## src/rtl/nib_alu_pkg.sv

```systemverilog
package nib_alu_pkg;

    typedef enum logic [3:0] {
        OP_ADD  = 4'd0,
        OP_ADDC = 4'd1,
        OP_SUB  = 4'd2,
        OP_CMP  = 4'd3,
        OP_RLC  = 4'd4,
        OP_RRC  = 4'd5,
        OP_AND  = 4'd6,
        OP_OR   = 4'd7,
        OP_XOR  = 4'd8,
        OP_TCLR = 4'd9,
        OP_TSET = 4'd10,
        OP_GSET = 4'd11,
        OP_GCLR = 4'd12,
        OP_GTST = 4'd13,
        OP_RSV0 = 4'd14,
        OP_RSV1 = 4'd15
    } alu_op_e;

    typedef struct packed {
        logic cf;
        logic zf;
        logic sf;
        logic gf;
    } flags_t;

    localparam flags_t FLAGS_RST = '{cf: 1'b0, zf: 1'b0, sf: 1'b1, gf: 1'b0};

endpackage

```

## src/rtl/nib_alu_core.sv

```systemverilog
module nib_alu_core
    import nib_alu_pkg::*;
#(
    parameter int DATA_W = 4
) (
    input  alu_op_e             op,
    input  logic [DATA_W-1:0]   a,
    input  logic [DATA_W-1:0]   b,
    input  flags_t              f_in,
    output logic [DATA_W-1:0]   res,
    output logic                res_wr,
    output flags_t              f_out
);

    localparam int EXT_W = DATA_W + 1;

    logic [EXT_W-1:0] sum_ext;
    logic [EXT_W-1:0] dif_ext;
    logic             cin;

    always_comb begin
        cin     = (op == OP_ADDC) ? f_in.cf : 1'b0;
        sum_ext = {1'b0, a} + {1'b0, b} + {{DATA_W{1'b0}}, cin};
        // top bit of dif_ext set means a borrow was taken
        dif_ext = {1'b0, a} - {1'b0, b};

        res    = a;
        res_wr = 1'b0;
        f_out  = f_in;

        case (op)
            OP_ADD, OP_ADDC: begin
                res      = sum_ext[DATA_W-1:0];
                res_wr   = 1'b1;
                f_out.cf = sum_ext[DATA_W];
                f_out.sf = sum_ext[DATA_W];
                f_out.zf = (sum_ext[DATA_W-1:0] == '0);
            end
            OP_SUB, OP_CMP: begin
                res      = dif_ext[DATA_W-1:0];
                res_wr   = (op == OP_SUB);
                f_out.cf = ~dif_ext[DATA_W];
                f_out.sf = ~dif_ext[DATA_W];
                f_out.zf = (dif_ext[DATA_W-1:0] == '0);
            end
            OP_RLC: begin
                res      = {a[DATA_W-2:0], f_in.cf};
                res_wr   = 1'b1;
                f_out.cf = a[DATA_W-1];
                f_out.zf = ({a[DATA_W-2:0], f_in.cf} == '0);
            end
            OP_RRC: begin
                res      = {f_in.cf, a[DATA_W-1:1]};
                res_wr   = 1'b1;
                f_out.cf = a[0];
                f_out.zf = ({f_in.cf, a[DATA_W-1:1]} == '0);
            end
            OP_AND: begin
                res      = a & b;
                res_wr   = 1'b1;
                f_out.zf = ((a & b) == '0);
            end
            OP_OR: begin
                res      = a | b;
                res_wr   = 1'b1;
                f_out.zf = ((a | b) == '0);
            end
            OP_XOR: begin
                res      = a ^ b;
                res_wr   = 1'b1;
                f_out.zf = ((a ^ b) == '0);
            end
            OP_TCLR: begin
                f_out.sf = f_in.cf;
                f_out.cf = 1'b0;
            end
            OP_TSET: begin
                f_out.sf = f_in.cf;
                f_out.cf = 1'b1;
            end
            OP_GSET: f_out.gf = 1'b1;
            OP_GCLR: f_out.gf = 1'b0;
            OP_GTST: f_out.sf = f_in.gf;
            default: begin
                res    = a;
                res_wr = 1'b0;
                f_out  = f_in;
            end
        endcase
    end

    // compare never requests a write
    always_comb begin
        assert_cmp_core_R4: assert (!(op == OP_CMP && res_wr));
    end

endmodule

```

## src/rtl/nib_flag_frame.sv

```systemverilog
module nib_flag_frame
    import nib_alu_pkg::*;
#(
    parameter int DEPTH = 4
) (
    input  logic   clk,
    input  logic   rst_n,
    input  logic   push,
    input  logic   pop,
    input  flags_t push_flags,
    output flags_t top_flags,
    output logic   empty,
    output logic   full
);

    localparam int PTR_W = $clog2(DEPTH + 1);
    localparam int IDX_W = (DEPTH > 1) ? $clog2(DEPTH) : 1;
    localparam logic [PTR_W-1:0] FULL_CNT = PTR_W'(DEPTH);

    flags_t           mem_q [DEPTH];
    flags_t           mem_d [DEPTH];
    logic [PTR_W-1:0] cnt_q;
    logic [PTR_W-1:0] cnt_d;
    logic [PTR_W-1:0] top_ptr;
    logic [PTR_W-1:0] wr_ptr;

    assign empty   = (cnt_q == '0);
    assign full    = (cnt_q == FULL_CNT);
    assign top_ptr = cnt_q - 1'b1;
    assign wr_ptr  = cnt_q;
    assign top_flags = empty ? FLAGS_RST : mem_q[top_ptr[IDX_W-1:0]];

    always_comb begin
        mem_d = mem_q;
        cnt_d = cnt_q;
        if (pop) begin
            if (!empty) cnt_d = cnt_q - 1'b1;
        end else if (push && !full) begin
            mem_d[wr_ptr[IDX_W-1:0]] = push_flags;
            cnt_d = cnt_q + 1'b1;
        end
    end

    always_ff @(posedge clk or negedge rst_n) begin
        if (!rst_n) cnt_q <= '0;
        else        cnt_q <= cnt_d;
    end

    for (genvar i = 0; i < DEPTH; i++) begin : g_slot
        always_ff @(posedge clk or negedge rst_n) begin
            if (!rst_n) mem_q[i] <= FLAGS_RST;
            else        mem_q[i] <= mem_d[i];
        end
    end

    // a push into a full frame keeps it full and does not grow it
    assert_push_full_R12: assert property (@(posedge clk) disable iff (!rst_n)
        (push && !pop && full) |=> full);

    // a pop from a non-empty frame frees exactly one level
    assert_pop_level_R11: assert property (@(posedge clk) disable iff (!rst_n)
        (pop && !empty) |=> (cnt_q == $past(cnt_q) - 1'b1));

endmodule

```

## src/rtl/nib_alu_flags.sv

```systemverilog
module nib_alu_flags
    import nib_alu_pkg::*;
#(
    parameter int DATA_W      = 4,
    parameter int FRAME_DEPTH = 4
) (
    input  logic              clk,
    input  logic              rst_n,
    input  logic              op_valid,
    input  logic [3:0]        op_code,
    input  logic [DATA_W-1:0] acc_in,
    input  logic [DATA_W-1:0] opnd_in,
    input  logic              flag_save,
    input  logic              flag_restore,
    output logic [DATA_W-1:0] res_out,
    output logic              res_we,
    output logic              cf_out,
    output logic              zf_out,
    output logic              sf_out,
    output logic              gf_out
);

    alu_op_e           op;
    flags_t            flags_q;
    flags_t            flags_d;
    flags_t            core_flags;
    flags_t            fr_top;
    logic [DATA_W-1:0] core_res;
    logic              core_wr;
    logic              fr_empty;
    logic              fr_full;
    logic              exec;
    logic              is_arith;
    logic              is_logic;
    logic              has_result;

    assign op         = alu_op_e'(op_code);
    assign exec       = op_valid && !flag_save && !flag_restore;
    assign is_arith   = (op == OP_ADD) || (op == OP_ADDC) || (op == OP_SUB) || (op == OP_CMP);
    assign is_logic   = (op == OP_AND) || (op == OP_OR) || (op == OP_XOR);
    assign has_result = (op_code <= 4'd8);

    nib_alu_core #(.DATA_W(DATA_W)) u_core (
        .op     (op),
        .a      (acc_in),
        .b      (opnd_in),
        .f_in   (flags_q),
        .res    (core_res),
        .res_wr (core_wr),
        .f_out  (core_flags)
    );

    nib_flag_frame #(.DEPTH(FRAME_DEPTH)) u_frame (
        .clk        (clk),
        .rst_n      (rst_n),
        .push       (flag_save),
        .pop        (flag_restore),
        .push_flags (flags_q),
        .top_flags  (fr_top),
        .empty      (fr_empty),
        .full       (fr_full)
    );

    always_comb begin
        flags_d = flags_q;
        if (flag_restore) begin
            if (!fr_empty) flags_d = fr_top;
        end else if (flag_save) begin
            flags_d = flags_q;
        end else if (op_valid) begin
            flags_d = core_flags;
        end
    end

    always_ff @(posedge clk or negedge rst_n) begin
        if (!rst_n) flags_q <= FLAGS_RST;
        else        flags_q <= flags_d;
    end

    assign res_out = core_res;
    assign res_we  = exec && core_wr;
    assign cf_out  = flags_q.cf;
    assign zf_out  = flags_q.zf;
    assign sf_out  = flags_q.sf;
    assign gf_out  = flags_q.gf;

    // reset leaves the status flag set
    assert_sf_reset_R1: assert property (@(posedge clk)
        !rst_n |=> sf_out);

    // compare never writes back
    assert_cmp_no_write_R4: assert property (@(posedge clk) disable iff (!rst_n)
        (exec && op == OP_CMP) |-> !res_we);

    // status tracks the new carry after arithmetic
    assert_sf_follows_cf_R5: assert property (@(posedge clk) disable iff (!rst_n)
        (exec && is_arith) |=> (sf_out == cf_out));

    // zero flag reflects the result of the operation
    assert_zf_result_R7: assert property (@(posedge clk) disable iff (!rst_n)
        (exec && has_result) |=> (zf_out == ($past(res_out) == '0)));

    // logic operations keep carry
    assert_logic_keeps_cf_R8: assert property (@(posedge clk) disable iff (!rst_n)
        (exec && is_logic) |=> $stable(cf_out));

    // test-and-clear moves carry into status
    assert_test_clear_R9: assert property (@(posedge clk) disable iff (!rst_n)
        (exec && op == OP_TCLR) |=> (!cf_out && sf_out == $past(cf_out)));

    // restore from an empty frame changes nothing
    assert_restore_empty_R12: assert property (@(posedge clk) disable iff (!rst_n)
        (flag_restore && fr_empty) |=> ($stable(cf_out) && $stable(zf_out)
                                        && $stable(sf_out) && $stable(gf_out)));

    // no write-back in save or restore cycles
    assert_no_write_frame_R12: assert property (@(posedge clk) disable iff (!rst_n)
        (flag_save || flag_restore) |-> !res_we);

    // reserved codes keep the flags
    assert_reserved_R13: assert property (@(posedge clk) disable iff (!rst_n)
        (exec && op_code >= 4'd14) |=> ($stable(cf_out) && $stable(zf_out)
                                        && $stable(sf_out) && $stable(gf_out)));

endmodule

```

## config.mk

```make
export PLATFORM = sky130hd
export DESIGN_NAME = nib_alu_flags
export DESIGN_NICKNAME = d
export VERILOG_FILES = /design/src/rtl/nib_alu_pkg.sv /design/src/rtl/nib_alu_core.sv /design/src/rtl/nib_flag_frame.sv /design/src/rtl/nib_alu_flags.sv
export SDC_FILE = /design/constraint.sdc
export NUM_CORES = 1
export LEC_CHECK = 0
export ABC_CLOCK_PERIOD_IN_PS = 2650
export CAP_MARGIN = 15
export CELL_PAD_IN_SITES_DETAIL_PLACEMENT = 1
export CELL_PAD_IN_SITES_GLOBAL_PLACEMENT = 1
export CORE_MARGIN = 2
export CORE_UTILIZATION = 44
export DETAILED_ROUTE_END_ITERATION = 10
export DONT_BUFFER_PORTS = 1
export PLACE_DENSITY_LB_ADDON = 0.1
export SYNTH_ARGS = -nofsm -noshare
export SYNTH_HDL_FRONTEND = slang
export SYNTH_SLANG_ARGS = --single-unit
```

## constraint.sdc

```tcl
create_clock -name clk -period 2.65 [get_ports clk]
set_clock_uncertainty 0.2 [all_clocks]
set_input_delay 0.1325 -clock clk [delete_from_list [all_inputs] [get_ports clk]]
set_output_delay 0.1325 -clock clk [all_outputs]
set_load 0.01 [all_outputs]
```

==> results of run 1 <==
## layer usage
layer	share of wire [%]	track usage [%]	vias to the layer above
li1	-	-	894
met1	50	38.0	938
met2	45	35.9	41
met3	4.5	3.48	4
met4	0.48	2.34	0
met5	0	0	-
## power groups by stage
stage                     Sequential (mW)  Clock [mW]  Combinational [mW]
after floorplan                     0.649           0               0.673
after global placement              0.687           0               0.806
after detailed placement            0.693           0               0.822
after CTS                           0.687       0.228               0.850
after global routing                0.722       0.240               0.950
final                               0.689       0.223               0.854
## cells by family (layout without fill, tap and decap cells)
group                    count (synthesis)  after routing  share of synthesized area (%)
AO/OA/AOI/OAI                           69             69                           20.8
XOR/XNOR                                 6              6                           2.35
adder cells (fa/ha/maj)                 21             21                           12.8
buffers and inverters                   35             36                           7.05
flip-flops                              23             23                           26.0
multiplexers                            26             26                           14.8
AND/OR/NAND/NOR                         68             68                           16.2
## worst max-delay path by stage
stage / slack [ps] / end / from
global placement: 240 / sf_out / op_code[1]
finish: 40 / res_out[1] / cf_out
global route: -60 / res_out[1] / cf_out
floorplan: 10 / sf_out / op_code[2]
CTS: 50 / res_out[1] / cf_out
detailed placement: 160 / sf_out / op_code[1]
## state kept, by name, indices dropped and copies added, names as in the netlist
name           cells
cf_out             1
gf_out             1
sf_out             1
u_frame.cnt_q      3
u_frame.mem_q     16
zf_out             1
## metrics by stage
step / total power [mW] / std cells / hold WS (ps) / setup WS, ps
5_1_grt: 1.91 / 316 / 27.2 / -57.9
4_1_cts: 1.76 / 314 / 19.7 / 48.4
3_3_place_gp: 1.49 / 302 / -363 / 244
3_5_place_dp: 1.52 / 302 / -363 / 164
2_1_floorplan: 1.32 / 248 / -363 / 14.5
6_report: 1.76 / 316 / 31.3 / 40.7
## synth_stat cells (4+ instances only)
master / n / share of area [%]
sky130_fd_sc_hd__nand2_1: 21 / 3.5
sky130_fd_sc_hd__dfrtp_1: 18 / 20
sky130_fd_sc_hd__ha_1: 18 / 10
sky130_fd_sc_hd__inv_1: 18 / 3.0
sky130_fd_sc_hd__a21oi_1: 17 / 3.8
sky130_fd_sc_hd__o21ai_0: 16 / 3.6
sky130_fd_sc_hd__mux2_2: 15 / 7.6
sky130_fd_sc_hd__nor2_1: 13 / 2.2
sky130_fd_sc_hd__buf_2: 9 / 2.0
sky130_fd_sc_hd__mux2i_1: 6 / 2.7
sky130_fd_sc_hd__nand2b_1: 6 / 1.7
sky130_fd_sc_hd__dfstp_2: 5 / 5.9
sky130_fd_sc_hd__xnor2_1: 5 / 2.0
sky130_fd_sc_hd__buf_4: 4 / 1.3
sky130_fd_sc_hd__mux4_2: 4 / 4.0
sky130_fd_sc_hd__nor3_1: 4 / 0.90
sky130_fd_sc_hd__o22ai_1: 4 / 1.1
## critical path: cells and delay by family, from the launching register on
kind / cells / cell delay [ps]
flip-flops: 1 / 380
multiplexers: 1 / 80
AO/OA/AOI/OAI: 2 / 490
AND/OR/NAND/NOR: 2 / 150
adder cells (fa/ha/maj): 2 / 900
## final cells by class
| class | instances | area (um2) |
|---|---|---|
| repair buffers | 13 | 128 |
| multi-input cells | 190 | 1510 |
| inverters | 19 | 71.3 |
| flip-flops and latches | 23 | 582 |
| fillers | 579 | 2390 |
| clock buffers | 3 | 41.3 |
| clock inverters | 1 | 5.00 |
| well taps | 67 | 83.8 |
## timing repair
| action | 4_1_cts | 5_1_grt |
|---|---|---|
| endpoints found under the hold margin | 30 | 4 |
| setup buffers | 0 | 0 |
| setup endpoints to repair | 2 | 2 |
| gates resized for setup | 3 | 1 |
| hold buffers | 8 | 1 |
==> metrics list, run 1 <==
- Final number of setup-violating endpoints: 0
- The die covers roughly 5700 um2.
* Worst-path clk slew: 80 ps
* Total Nets Final: 288
* Post-synthesis average cell area: 9.01 um2
- Height of the die: approximately 75 um
- Yosys mapped a number of flops with a built-in enable equal to 0.
* Cell-by-cell trace of the critical path: nand3_2 -> fa_2 -> fa_1 -> mux2i_1 -> a32oi_1 -> nor2_1 -> a221o_1
* Ys async rst share: 100%
* Cell variety after synth: 58
- Worst-skew pair later-pin latency: ~270 ps
* Seq pwr share: between 30% and 40%
- By startpoint and endpoint, the worst setup path is classified as reg -> out.
- After detailed routing, the number of remaining DRC violations is 0.
- The startpoint identified for the worst register-to-register timing path is u_frame.cnt_q[1].
- Commonest cells after routing, fill and taps aside: 21 x sky130_fd_sc_hd__nand2_1, 18 x sky130_fd_sc_hd__inv_1, 18 x sky130_fd_sc_hd__ha_1, 18 x sky130_fd_sc_hd__dfrtp_1
- The worst register-to-register path ends at u_frame.mem_q[7].
- The routed design could run at a clock period as short as about 2600 ps.
- Internal power of the cells: 1.09 mW
* Kind of start point of the critical path: flip-flop
- Clock power frac: 12.6%
- Cells with a size suffix above 1 make up between 10% and 20% of the layout.
- Finished layout cell area: roughly 2400 um2
- Per report_power, the combinational group accounts for 48.4% of the total.
* Length of the first detailed-routing pass in iterations: 4
* Min-Delay Path Class: in -> reg
* Unrepaired setup endpoints after global routing: yes
* Number of antenna violations at the first check in global routing: 0
* WP data arrival: ~2300 ps
- Fmax: 383 MHz
* Clock tree buffer depth: 2
- Combined area of all synthesized cells: roughly 2200 um2
* Gpl congestion: 0.898
* Predominant post-synthesis flop cell: sky130_fd_sc_hd__dfrtp_1
* Global-route wire length before repair: around 10000 um
- After synthesis the netlist holds a flip-flop and latch count of 23.
- The first routing iteration left around 180 violations.
- Entering global routing, the biggest net connects 36 pins.
- Crit path max-delay cell type: sky130_fd_sc_hd__fa_1
- STA classifies the critical path endpoint as a primary output.
- Power Dens Cells: between 700 and 800 nW/um2
* HPWL after detailed placement: 4560 um
* Number of port buffers: 0
- The setup check on the worst reg-to-reg path leaves a slack of ~210 ps.
- Average routed wire per standard cell: slightly below 20 um
* Fraction of power spent switching nets: between 30% and 40%
* Yosys warns: 0
- The detail route stage leaves a number of antenna-violating nets equal to 0.
- Relative to the synthesized area, the layout overhead comes to 8.45%.
- Utilization after layout: 50.3%
* Switching power summed over all nets: 0.673 mW
- The worst hold path terminates at zf_out.
* Actual slew at the worst max-slew pin: ~600 ps
* R2R depth: 6
- IO Count: 26
- Count of clock tree sinks: 23
- Across the VDD grid, the largest voltage drop is just under 0.0004 V.
- Worst stage delay on the critical path: 530 ps
* Setup_tns: 0 ps
* Worst slew margin relative to its limit: just over 60%
* Outcome: complete, no violations
- TritonCTS built the clock tree.
- After technology mapping, the gate count stands at between 200 and 250.
- Wires add up to ~6300 um.
- Placed Instance Area: 2250 um2
- CP Data Required Time: about 2300 ps
- Once the floorplan was initialized, standard cells occupied between 40% and 50% of the core.
- The worst path uses 98.5% of the clock period.
- Detailed routing inserted a total of roughly 1900 vias.
* Most common library cell in the layout ignoring fill and taps: sky130_fd_sc_hd__nand2_1
- Hold Violations, Final: 0
- The worst hold path was traced through 3 stages.
- Leakage power figure: 1.04 nW
- The number of nets handed over by synthesis was 286.
- The number of antenna diodes in the final layout is 0.
* Launch point of the worst hold path: op_code[2]
- Register area share after synthesis: a little over a quarter
* Core Area: between 4000 and 5000 um2
* Number of buffers inserted during clock tree synthesis: 3
- Worst-path maximum fanout: 2
* Max-cap violations: 0
- The floorplan step set the die width to roughly 75 um.
- Via-per-instance ratio: 5.94
- The max-slew violation count was 0.
- In the global route stage, overall resource usage came out at a little under a quarter.
- The number of global-route vias before repair is roughly 1900.
* Global route total overflow: 0
- Row count: 25
- Count of H-tree levels built during CTS: 1
* Root Driver: sky130_fd_sc_hd__clkbuf_8
Power figures use the tool's default switching activity.
==> run 2, diff against run 1 <==
HOLD_SLACK_MARGIN = 0.12   (was unset)
==> metrics list, run 2 (synthesized netlist as in run 1, its figures left out) <==
- In the layout the commonest cells are 21 x sky130_fd_sc_hd__nand2_1, 18 x sky130_fd_sc_hd__inv_1, 18 x sky130_fd_sc_hd__ha_1, 18 x sky130_fd_sc_hd__dfrtp_1.
* TritonCTS clock tree: yes
- The combined global-route utilization of all metal layers came to 24.1% (+0.14 points).
- Layout filler cell count: 579 (unchanged)
* Most common library cell in the layout ignoring fill and taps: sky130_fd_sc_hd__nand2_1
- Die footprint: 5660 um2 (unchanged)
* Initial detailed-routing violation count: 194 (+8.4%)
- Overall via count from detail_route: 1912 (+1.9%)
- The post-DP HPWL came to 4560 um (unchanged).
* Total Nets Final: 289 (+0.35%)
- The routed wire length came to 6330 um (+0.72%).
- The max-slew violation count is 0 (unchanged).
- CP Data Required Time: 2610 ps (+290 ps)
- Kind of start point of the critical path: input pin
- Unrepaired setup endpoints after global routing: yes
* Length of the first detailed-routing pass in iterations: 4 (unchanged)
- Critical path type: in -> reg
* Total area of multi-input combinational cells: 1520 um2 (+0.58%)
- The number of endpoints with negative hold slack in the final report was 0 (unchanged).
- The wire length of the first global-routing pass was 10300 um (+0.94%).
- The deepest clock path buffer count is 2 (unchanged).
- The post-route antenna net violation count is 0 (unchanged).
- The transition at the pin with the smallest max-transition slack is 589 ps (+0.0994 ps).
- The number of buffers inserted to repair setup after CTS was 0 (unchanged).
* Worst-path clk slew: 80 ps (about the same)
- Max-cap violations: 0 (unchanged)
* Via-per-instance ratio: 6.03 (+1.5%)
* CP Capture Type: flip-flop
- Post-placement cell count: 302 (unchanged)
- Leakage power figure: 1.04 nW (+0.27%)
- The number of primary I/O pins was 26 (unchanged).
* Count of H-tree levels built during CTS: 1 (unchanged)
* Area growth from synthesis to layout: 9.29%
- The later-pin clock latency in the skew report is 270 ps (about the same).
* Via count of the first global-routing pass: 1939 (+2.8%)
- The clock net sink count came to 23 (unchanged).
- DRC violations left: 0 (unchanged)
- The total grt overflow came to 0 (unchanged).
- Worst slew margin relative to its limit: 60.6% (about the same)
- Final cell count without fillers: 317 (+0.32%)
- The number of flip-flops in the largest register was 16 (unchanged).
* Reg-to-reg slack, setup: 200 ps (about the same)
- Die outline width: 75.3 um (unchanged)
- Register with the highest flop count: u_frame.mem_q
- Most frequent CP cell: sky130_fd_sc_hd__dlygate4sd3_1
- Final number of setup-violating endpoints: 0 (unchanged)
- The flow ran to the end, and the final reports show no timing, DRC or antenna violations.
- The number of clock buffers inserted by TritonCTS is 3 (unchanged).
- Number of antenna violations at the first check in global routing: 0 (unchanged)
- Antenna Cells: 0 (unchanged)
- Root Driver: sky130_fd_sc_hd__clkbuf_8
- The number of rows in the core area is 25 (unchanged).
- Power Dens Cells: 725 nW/um2 (-0.41%)
- The effective utilization at floorplan came to 46.4% (unchanged).
* Buffers & Inverters on Critical Path: 3 (+3)
* Largest registers in the final layout: u_frame.mem_q (16), u_frame.cnt_q (3)
- Crit path max-delay cell type: sky130_fd_sc_hd__dlygate4sd3_1
- Pin count of the biggest net entering global routing: 31 (-14%)
* Min-Delay Path Class: in -> reg
* Average routed wire per standard cell: 20.0 um (+0.40%)
- The placer's final routability congestion estimate came to 0.898 (unchanged).
- Core Area: 4820 um2 (unchanged)
- The final worst-path cycle share is 98.3% (-0.15 points).
- Number of port buffers: 0 (unchanged)
* Fmax: 384 MHz (+0.15%)
- Storage cell area: 582 um2 (unchanged)
* WP data arrival: 2570 ps (+290 ps)
- The pre-CTS setup slack is 164 ps (unchanged).
* Cell-by-cell trace of the critical path: dlygate4sd3_1 -> o31ai_4 -> dlygate4sd3_1 -> nand4_1 -> dlygate4sd3_1 -> o21a_1
* Setup WS post-layout: 44.7 ps (+4.03 ps)
- Height of the die: 75.3 um (unchanged)
- Cell type group with the largest total delay on the critical path: buffers and inverters
- Worst stage delay on the critical path: 690 ps (+160 ps)
* Worst-path maximum fanout: 30 (+28)
- Final critical-path required period: 2610 ps (-4.03 ps)
* Maximum vdd ir drop: 0.000386 V (+0.22%)
- The share of cells above drive strength 1 was 17.2% (-0.069 points).
## run 2: cell types whose count changed in the layout (fill, tap and decap cells not counted)
cell	previous run	this run
sky130_fd_sc_hd__o31ai_4	0	1
sky130_fd_sc_hd__dlygate4sd3_1	9	10
sky130_fd_sc_hd__o31ai_2	1	0
## run 2: path summary, 6_finish.rpt
kind	cells after the start	endpoint	from
worst min register to register	2	u_frame.mem_q[3]	u_frame.mem_q[3]
max in group asynchronous	3	u_frame.mem_q[13]	rst_n
worst min-delay path	4	cf_out	op_code[3]
worst max register to register	8	sf_out	cf_out
min in group asynchronous	2	u_frame.mem_q[3]	rst_n
worst max-delay path	6	zf_out	op_code[2]
## run 2: metrics by stage
step	setup TNS [ps]	util [%]	hold slack [ps]	instance area [um2]	power (mW)
after CTS	0	49.9	120	2400	1.77
after detailed placement	0	46.8	-363	2250	1.52
after floorplan	0	-	-363	2230	1.32
after global routing	-107	50.7	156	2440	1.92
after global placement	0	46.8	-363	2250	1.49
final	0	50.7	109	2440	1.77
## run 2: what timing repair did
action,CTS,global route
endpoints found under the hold margin,31,4
cloned,0,0
hold buffers,9,1
resized for setup,3,2
pin swaps,0,0
endpoints found under the setup margin,2,3
## run 2: layout make-up
class,count,share of cell area [%]
clock buffer,3,1.69
clock inverter,1,0.205
inverter,19,2.92
multi-input combinational,190,62.3
sequential,23,23.8
tap,67,3.43
timing repair buffer,14,5.64
## run 2: layer usage
| layer | wire length, um | GRT usage (%) | vias to the layer above |
|---|---|---|---|
| met5 | 0 | 0 | - |
| met4 | 52 | 3.12 | 0 |
| li1 | - | - | 903 |
| met2 | 2830 | 36.4 | 53 |
| met1 | 3130 | 37.8 | 950 |
| met3 | 321 | 3.21 | 6 |
## run 2: worst reg2reg max path, cell delays in order, from the launching register on
cell,delay [ps]
sky130_fd_sc_hd__dfrtp_1,380
sky130_fd_sc_hd__nand3_2,80
sky130_fd_sc_hd__fa_2,370
sky130_fd_sc_hd__fa_1,430
sky130_fd_sc_hd__nand2b_1,160
sky130_fd_sc_hd__a21oi_1,210
sky130_fd_sc_hd__a22o_1,170
sky130_fd_sc_hd__a221oi_1,90
sky130_fd_sc_hd__o31ai_1,260
## run 2: power by group
part	switching [mW]	internal, mW
Sequential	0.143	0.546
Combinational	0.418	0.442
Clock	0.118	0.105
Total	0.678	1.09
==> run 3, diff against run 2 <==
--- a/config.mk
+++ b/config.mk
@@ -17,2 +17,3 @@
 export PLACE_DENSITY_LB_ADDON = 0.1
+export SKIP_LAST_GASP = 1
 export SYNTH_ARGS = -nofsm -noshare
==> constraint.sdc (replaced) <==
create_clock -name clk -period 2.65 [get_ports clk]
set_clock_uncertainty 0.2 [all_clocks]
set_input_delay 0.795 -clock clk [delete_from_list [all_inputs] [get_ports clk]]
set_output_delay 0.795 -clock clk [all_outputs]
set_load 0.01 [all_outputs]
==> metrics list, run 3 (synthesized netlist as in run 1, its figures left out) <==
- Outcome: complete, but fails checks
- The final reports fail on setup timing.
- Core Area: 4820 um2 (unchanged)
- Buffers & Inverters on Critical Path: 0 (-3)
- The internal power summed over all cells came to 1.13 mW (+3.4%).
* Antenna viol nets, final: 0 (unchanged)
* Min-Delay Path Class: in -> async
* Routed length on met1: 3110 um (-0.61%)
* DRC violations left: 0 (unchanged)
- Initial detailed-routing violation count: 146 (-25%)
- The leakage dissipation came to 1.16 nW (+11%).
- TritonCTS built the clock tree.
* IO Count: 26 (unchanged)
* Via-per-instance ratio: 5.87 (-2.7%)
- The most numerous cell type found on the critical path is sky130_fd_sc_hd__fa_2.
- The maximum vdd ir drop is 0.000746 V (+93%).
- Reg-to-reg slack, setup: 180 ps (-20 ps)
- Via count of the first global-routing pass: 2011 (+3.7%)
- The power share of the clock group came to 12.1% (-0.5 points).
- Total track usage: 24.0% (-0.15 points)
- The register with the most flip-flops in the final layout is u_frame.mem_q.
* Proportion of layout cells with a drive suffix above 1: 29.5% (+12 points)
* Portion of the clock cycle consumed by the worst path in the final layout: 136% (+37 points)
* Critical path type: in -> out
* Amount of wire on met3 after detailed routing: 316 um (-1.6%)
- The worst path arrival time is 2600 ps (+30 ps).
- Clock tree buffer depth: 2 (unchanged)
* R2R depth: 9 (+1)
- Final critical-path required period: 3600 ps (+991 ps)
- Setup WS post-layout: -946 ps (-991 ps)
- Overall via count from detail_route: 1984 (+3.8%)
- The top cell types in the final layout, fill and taps aside, are 33 x sky130_fd_sc_hd__buf_4, 21 x sky130_fd_sc_hd__nand2_1, 18 x sky130_fd_sc_hd__inv_1, 18 x sky130_fd_sc_hd__ha_1, 18 x sky130_fd_sc_hd__dfrtp_1.
* Unrepaired setup endpoints after global routing: yes
- The top achievable clock speed is 278 MHz (-28%).
* Worst slew margin relative to its limit: 44.7% (-16 points)
* Crit path max-delay cell type: sky130_fd_sc_hd__fa_2
* Total area of multi-input combinational cells: 1560 um2 (+2.8%)
* Worst R2R Start: cf_out
* Destination of the worst register-to-register timing path: sf_out
- Global route total overflow: 0 (unchanged)
- The met2 wire length is 2990 um (+5.8%).
* Switching power summed over all nets: 0.666 mW (-1.7%)
- The worst setup path is captured at a primary output.
- Gpl congestion: 0.837 (-6.8%)
* Length of the first detailed-routing pass in iterations: 4 (unchanged)
- Global-route wire length before repair: 10200 um (-0.67%)
- The number of rows in the core area came to 25 (unchanged).
* Initial Util: 46.4% (unchanged)
- The clock net sink count was 23 (unchanged).
- Die outline width: 75.3 um (unchanged)
- The sequential share of power came to 38.1% (-0.8 points).
- Average routed wire per standard cell: 19.0 um (-4.7%)
- The initial antenna violation count is 0 (unchanged).
- Post-placement cell count: 331 (+9.6%)
- Final number of setup-violating endpoints: 7 (+7)
- The delay contributed by the slowest stage of the critical path is 550 ps (-140 ps).
- The largest registers in the layout are u_frame.mem_q (16), u_frame.cnt_q (3).
* Finished layout cell area: 2620 um2 (+7.1%)
- Share of total power in combinational logic: 49.8% (+1.3 points)
- Die footprint: 5660 um2 (unchanged)
* Hold Violations, Final: 0 (unchanged)
- The routed wire length came to 6430 um (+1.6%).
* Height of the die: 75.3 um (unchanged)
* Pin count of the biggest net entering global routing: 36 (+16%)
- The final core area utilization was 54.3% (+3.6 points).
* Kind of start point of the critical path: input pin
- Setup_tns: -3430 ps (-3430 ps)
* CP Data Required Time: 1660 ps (-950 ps)
- Placed Instance Area: 2510 um2 (+11%)
- The post-layout net count came to 310 (+7.3%).
- The max-slew violation count is 0 (unchanged).
- The number of cells in the finished layout apart from fillers came to 338 (+6.6%).
- The power per cell area is 687 nW/um2 (-5.3%).
- Number of port buffers: 0 (unchanged)
- Cell type group with the largest total delay on the critical path: adder cells
* Fraction of power spent switching nets: 37.1% (-1.2 points)
* HPWL after detailed placement: 5050 um (+11%)
* Worst-skew pair later-pin latency: 260 ps (about the same)
- Number of buffers inserted during clock tree synthesis: 3 (unchanged)
* Worst-path maximum fanout: 25 (-17%)
* Tot Pwr: 1.80 mW (+1.4%)
- Antenna Cells: 0 (unchanged)
* Cell-by-cell trace of the critical path: and2b_1 -> nand3_2 -> fa_2 -> fa_2 -> mux2i_1 -> a32oi_1 -> nor2_1 -> a221o_1
- The highest metal layer carrying signal wires in the routed design is met4.
* Count of H-tree levels built during CTS: 1 (unchanged)
* Flip-flop count of the largest register, all copies and words added: 16 (unchanged)
- Leaving out fill and tap cells, the most frequent cell in the layout is sky130_fd_sc_hd__buf_4.
- The number of violations of the max-capacitance limit was 0 (unchanged).
- Worst-path clk slew: 80 ps (about the same)
- The transition at the pin with the smallest max-transition slack came to 826 ps (+237 ps).
* Layout filler cell count: 581 (+0.35%)
- The flip-flop and latch area came to 582 um2 (unchanged).
- Clock tree synthesis selected as its root buffer the cell sky130_fd_sc_hd__clkbuf_8.
- Relative to the synthesized area, the layout overhead comes to 17.0%.
[run 3: through the flow]
stage | setup slack [ps] | hold WS [ps]
after floorplan | -1130 | 245
after global placement | -927 | 274
after detailed placement | -980 | 295
after CTS | -946 | 163
after global routing | -1000 | 153
final | -946 | 166
[run 3: per-layer routing]
metal | vias up | global-route usage (%)
met5 | - | 0
met2 | 45 | 38.1
met3 | 2 | 2.81
met1 | 993 | 36.9
met4 | 0 | 1.17
li1 | 944 | -
[run 3: area by class of cell]
| type | count | area share, % |
|---|---|---|
| timing repair buffer | 35 | 10.3 |
| clock buffer | 4 | 1.72 |
| tap | 67 | 3.21 |
| multi-input combinational | 190 | 59.8 |
| inverter | 19 | 2.73 |
| sequential | 23 | 22.2 |
[run 3: power groups by stage]
stage	Clock, mW	Combinational (mW)	Sequential, mW
after floorplan	0	0.687	0.649
after global placement	0	0.833	0.676
after detailed placement	0	0.876	0.694
after CTS	0.222	0.902	0.686
after global routing	0.235	0.990	0.707
final	0.217	0.895	0.685
[run 3: timing repair]
| action | in CTS | in global routing |
|---|---|---|
| setup endpoints to repair | 7 | 7 |
| endpoints found under the hold margin | 18 | 0 |
| buffers inserted | 1 | 1 |
| resized for setup | 7 | 0 |
| hold buffers | 1 | 0 |
| pin swaps | 8 | 6 |
[run 3: worst max path at each step]
stage	from	endpoint	slack, ps	depth (start not counted)
after global routing	op_code[1]	res_out[1]	-1000	8
after detailed placement	op_code[1]	res_out[1]	-980	8
final	op_code[1]	res_out[1]	-950	8
after floorplan	op_code[2]	res_out[1]	-1130	11
after CTS	op_code[1]	res_out[1]	-950	8
after global placement	op_code[1]	res_out[1]	-930	8
